<file path="config.mk">
export PLATFORM = sky130hd
export DESIGN_NAME = scan_guard
export DESIGN_NICKNAME = d
export VERILOG_FILES = /design/src/rtl/scan_guard_pkg.sv /design/src/rtl/sg_edge_sync.sv /design/src/rtl/sg_retrig_timer.sv /design/src/rtl/sg_fault_latch.sv /design/src/rtl/scan_guard.sv
export SDC_FILE = /design/constraint.sdc
export NUM_CORES = 1
export LEC_CHECK = 0
export ABC_AREA = 1
export CORE_MARGIN = 2
export CORE_UTILIZATION = 55
export DETAILED_ROUTE_END_ITERATION = 12
export DONT_BUFFER_PORTS = 1
export PLACE_DENSITY_LB_ADDON = 0.08
export SLEW_MARGIN = 20
export SYNTH_ARGS = -nofsm -noshare
export SYNTH_HDL_FRONTEND = slang
export SYNTH_SLANG_ARGS = --single-unit
</file>
<file path="constraint.sdc">
create_clock -name clk_i -period 3.29 [get_ports clk_i]
set_clock_uncertainty 0.1 [all_clocks]
set_input_delay 0.658 -clock clk_i [delete_from_list [all_inputs] [get_ports clk_i]]
set_output_delay 0.658 -clock clk_i [all_outputs]
set_load 0.05 [all_outputs]
</file>
<file path="src/rtl/scan_guard_pkg.sv">
package scan_guard_pkg;
  typedef enum logic {
    EDGE_RISE = 1'b0,
    EDGE_BOTH = 1'b1
  } edge_sel_e;
endpackage

</file>
<file path="src/rtl/sg_edge_sync.sv">
module sg_edge_sync
  import scan_guard_pkg::*;
#(
  parameter edge_sel_e EDGE_SEL = EDGE_BOTH,
  parameter int unsigned SYNC_N = 2
) (
  input  logic clk_i,
  input  logic rst_ni,
  input  logic async_i,
  output logic pulse_o
);
  logic [SYNC_N-1:0] sync_q;
  logic              prev_q;
  logic              level;

  assign level = sync_q[SYNC_N-1];

  always_ff @(posedge clk_i or negedge rst_ni) begin
    if (!rst_ni) begin
      sync_q <= '0;
      prev_q <= 1'b0;
    end else begin
      sync_q <= {sync_q[SYNC_N-2:0], async_i};
      prev_q <= level;
    end
  end

  generate
    if (EDGE_SEL == EDGE_BOTH) begin : g_both
      assign pulse_o = level ^ prev_q;
    end else begin : g_rise
      assign pulse_o = level & ~prev_q;
    end
  endgenerate
endmodule

</file>
<file path="src/rtl/sg_retrig_timer.sv">
module sg_retrig_timer #(
  parameter int unsigned CNT_W = 24
) (
  input  logic             clk_i,
  input  logic             rst_ni,
  input  logic             kick_i,
  input  logic             hold_i,
  input  logic [CNT_W-1:0] win_i,
  output logic             run_o,
  output logic             expire_o
);
  logic             run_q;
  logic [CNT_W-1:0] cnt_q;
  logic [CNT_W-1:0] lim;
  logic [CNT_W:0]   cnt_inc;
  logic             kick_ok;

  // zero window behaves as one cycle
  assign lim      = (win_i == '0) ? CNT_W'(1) : win_i;
  assign cnt_inc  = {1'b0, cnt_q} + 1'b1;
  assign kick_ok  = kick_i & ~hold_i;
  assign expire_o = run_q & ~kick_ok & (cnt_inc >= {1'b0, lim});
  assign run_o    = run_q;

  always_ff @(posedge clk_i or negedge rst_ni) begin
    if (!rst_ni) begin
      run_q <= 1'b0;
      cnt_q <= '0;
    end else if (kick_ok) begin
      run_q <= 1'b1;
      cnt_q <= '0;
    end else if (expire_o) begin
      run_q <= 1'b0;
      cnt_q <= '0;
    end else if (run_q) begin
      cnt_q <= cnt_inc[CNT_W-1:0];
    end
  end
endmodule

</file>
<file path="src/rtl/sg_fault_latch.sv">
module sg_fault_latch (
  input  logic clk_i,
  input  logic rst_ni,
  input  logic set_i,
  input  logic clr_i,
  output logic fault_o
);
  logic fault_q;

  // set wins over clear
  always_ff @(posedge clk_i or negedge rst_ni) begin
    if (!rst_ni)     fault_q <= 1'b0;
    else if (set_i)  fault_q <= 1'b1;
    else if (clr_i)  fault_q <= 1'b0;
  end

  assign fault_o = fault_q;
endmodule

</file>
<file path="src/rtl/scan_guard.sv">
module scan_guard
  import scan_guard_pkg::*;
#(
  parameter int unsigned CNT_W    = 24,
  parameter edge_sel_e   EDGE_SEL = EDGE_BOTH
) (
  input  logic             clk_i,
  input  logic             rst_ni,
  input  logic             scan_act_i,
  input  logic             host_blank_i,
  input  logic [CNT_W-1:0] win_cycles_i,
  input  logic             fault_clr_i,
  output logic             blank_o,
  output logic             supply_en_o,
  output logic             fault_o
);
  logic act_pulse;
  logic tmr_run;
  logic tmr_exp;
  logic fault;

  sg_edge_sync #(
    .EDGE_SEL (EDGE_SEL),
    .SYNC_N   (2)
  ) i_sync (
    .clk_i   (clk_i),
    .rst_ni  (rst_ni),
    .async_i (scan_act_i),
    .pulse_o (act_pulse)
  );

  sg_retrig_timer #(
    .CNT_W (CNT_W)
  ) i_tmr (
    .clk_i    (clk_i),
    .rst_ni   (rst_ni),
    .kick_i   (act_pulse),
    .hold_i   (fault),
    .win_i    (win_cycles_i),
    .run_o    (tmr_run),
    .expire_o (tmr_exp)
  );

  sg_fault_latch i_flt (
    .clk_i   (clk_i),
    .rst_ni  (rst_ni),
    .set_i   (tmr_exp),
    .clr_i   (fault_clr_i),
    .fault_o (fault)
  );

  assign blank_o     = host_blank_i | ~tmr_run;
  assign supply_en_o = ~fault;
  assign fault_o     = fault;
endmodule

</file>
==> flow_summary_export.csv <==
group,metric,value,unit
outcome,status,"finished clean",
cts,clockBufferDepth,2,
synth,ys_top_cells_by_area,"dfrtp_1, nand2_1, ha_1",
die,fp.dieH,72.5,um
timing,fmax,0.330,GHz
global_routing,antenna_found_initial,0,
placed_design,io_buffer_count,0,
synth,synth.cells.most_frequent,"nand2_1, inv_1, nor2_1, dfrtp_1, ha_1",
worst_setup_path,setup.worst_path.class,"reg -> reg",
timing,finalCritPeriodShare,92.0,%
cells_and_area,drive_gt1_share,16.1,%
cts,clk_latency,0.29,ns
die,initial_core_util,58.1,%
die,ios,32,
routing,drtPass1Iterations,4,
global_routing,track_usage,24.3,%
synth,synth_top_cell_area_share,28.1,%
worst_setup_path,cp_data_arrival_time,3.15,ns
timing,worstMarginPinSlew,0.504,ns
routing,wire_per_inst,13.6,um
die,core_region_area,4440,sq um
flow_run,maxCapViolations,0,
synth,async_flop_share,100,%
timing,fin_hold_ws,0.0901,ns
placed_design,place_congestion,0.837,
worst_setup_path,critPathCaptureType,"flip-flop",
cells_and_area,area_growth,10.7,%
cells_and_area,finalCoreUtilization,64.3,%
min_path,hold_class,"in -> async",
worst_setup_path,cp-start-kind,"flip-flop",
placed_design,dp.cells,412,
cts,path_clk_slew,0.06,ns
synth,syn_area,2580,sq um
placed_design,place_hpwl,4350,um
power,power,761,uW
timing,fin_crit,3.03,ns
global_routing,grt_pass1_wl,9770,um
cells_and_area,diodes,0,
power,power_density,267,nW/um^2
worst_setup_path,critPathRequiredTime,3.42,ns
synth,avgSynthCellArea,7.13,sq um
die,rows,24,
worst_setup_path,critPathMaxFanout,5,
cts,cts.sinks,29,
synth,ys.flop_type,"dfrtp_1",
synth,syn_nets,416,
synth,yosysTopAreaCell,"dfrtp_1",
timing,setup_violations,0,
synth,synth-seq-cells,29,
routing,ant_nets,0,
routing,dr_total_vias,2255,
cts,cts_max_level,2,
routing,drt-vias-per-instance,5.23,
power,vdd_ir_drop_max,0.130,mV
die,die_x,72.5,um
cells_and_area,fin_cells,431,
synth,ys_types,28,
timing,relSlewSlack,66.4,%
timing,finalHoldViolations,0,
global_routing,grt_max_degree,30,
cts,cts_tree,"done",
synth,syn_inst,362,
synth,synth_most_common_cell,"nand2_1",
routing,wl,5880,um
cells_and_area,nets,432,
cts,cts_buffers,5,
routing,drc,0,
global_routing,overflow,0,
synth,seq_area_frac_synth,28.1,%
synth,synth_edf_count,0,
timing,slew_viol_final,0,
cts,clock-root-buffer,"clkbuf_8",
die,die-area,5250,sq um
global_routing,first_global_vias,2146,
routing,drt_iter0_drc,130,
synth,yosys_warnings,0,
power,p_leak,1.61,nW
## cells in the final DEF (no fill, tap or decap), drive strengths merged
cell type    n
a21o         2
ha          25
a41o         1
or2          2
xnor2        9
clkbuf       6
clkinv       2
nand4       10
a21oi        7
inv         57
o21ai        1
nand2      125
nand3       32
dfrtp       29
xor2        10
nor2        38
nor4         2
nor3         7
buf         14
## cell families (layout without fill, tap and decap cells)
kind of cell | Yosys count | count (layout) | share of synthesized area (%)
AND/OR/NAND/NOR | 215 | 216 | 40.6
buffers and inverters | 63 | 79 | 10.1
flip-flops | 29 | 29 | 28.1
adder cells (fa/ha/maj) | 25 | 25 | 12.1
XOR/XNOR | 19 | 19 | 6.45
AO/OA/AOI/OAI | 11 | 11 | 2.52
## area by class of cell
class,count,area [sq um]
Fill cell,415,1590
Multi-Input combinational cell,271,1630
Clock inverter,2,10.0
Inverter,57,214
Timing Repair Buffer,14,143
Sequential cell,29,726
Tap cell,52,65.1
Clock buffer,6,72.6
## critical path: stages, from the launching register on
cell and delay (ns):
dfrtp_1 0.38, ha_1 0.21, nand3_2 0.14, inv_2 0.11, nand2_4 0.07, nor3_1 0.29
xnor2_1 0.16, inv_1 0.09, ha_1 0.31, nand2_1 0.08, inv_1 0.04, nand2_1 0.05
nand2_1 0.05, a21oi_1 0.16, nand4_2 0.23, nor2_8 0.24, buf_4 0.16, nand3_2 0.05
nand2_1 0.06
## worst paths after layout
| check | from | slack [ns] | end | cells after the start |
|---|---|---|---|---|
| worst max-delay path | i_tmr.cnt_q[1] | 0.26 | i_tmr.cnt_q[0] | 18 |
| worst min-delay path | rst_ni | 0.09 | i_tmr.cnt_q[7] | 1 |
| worst max register to register | i_tmr.cnt_q[1] | 0.26 | i_tmr.cnt_q[0] | 18 |
| worst min register to register | i_sync.sync_q[0] | 0.27 | i_sync.sync_q[1] | 0 |
| max in group asynchronous | rst_ni | 2.84 | i_tmr.cnt_q[16] | 1 |
| min in group clk_i | i_sync.sync_q[0] | 0.27 | i_sync.sync_q[1] | 0 |
## state kept, by name (all words and copies together), names as in the netlist
| name | cells |
|---|---|
| i_flt.fault_o | 1 |
| i_sync.prev_q | 1 |
| i_sync.sync_q | 2 |
| i_tmr.cnt_q | 24 |
| i_tmr.run_o | 1 |
## what timing repair did
item,CTS,global route
hold buffers,1,0
cloned,1,0
setup buffers,4,5
pin swaps,1,3
resized for setup,1,5
hold endpoints to repair,29,0
setup endpoints to repair,14,26
## stage by stage
stage                     setup TNS (ns)  instance area, sq um  setup WS [ns]
final                                  0                  2860          0.263
after global routing            -0.00181                  2860       -0.00139
after CTS                              0                  2780         0.0496
after detailed placement        -0.00844                  2630       -0.00621
after global placement                 0                  2630          0.154
after floorplan                        0                  2580          0.471
## per-layer routing
| layer | vias to the layer above | track usage (%) | routed length (um) |
|---|---|---|---|
| met3 | 8 | 4.44 | 298 |
| met2 | 61 | 39.7 | 2690 |
| li1 | 1166 | - | - |
| met1 | 1020 | 32.9 | 2810 |
| met4 | 0 | 7.41 | 80 |
| met5 | - | 0 | 0 |
## power breakdown
group / internal, mW / switching (mW)
clock: 0.146 / 0.143
combinational: 0.0341 / 0.0697
sequential: 0.364 / 0.00501
Note: power is estimated with default switching activity, not from simulation.
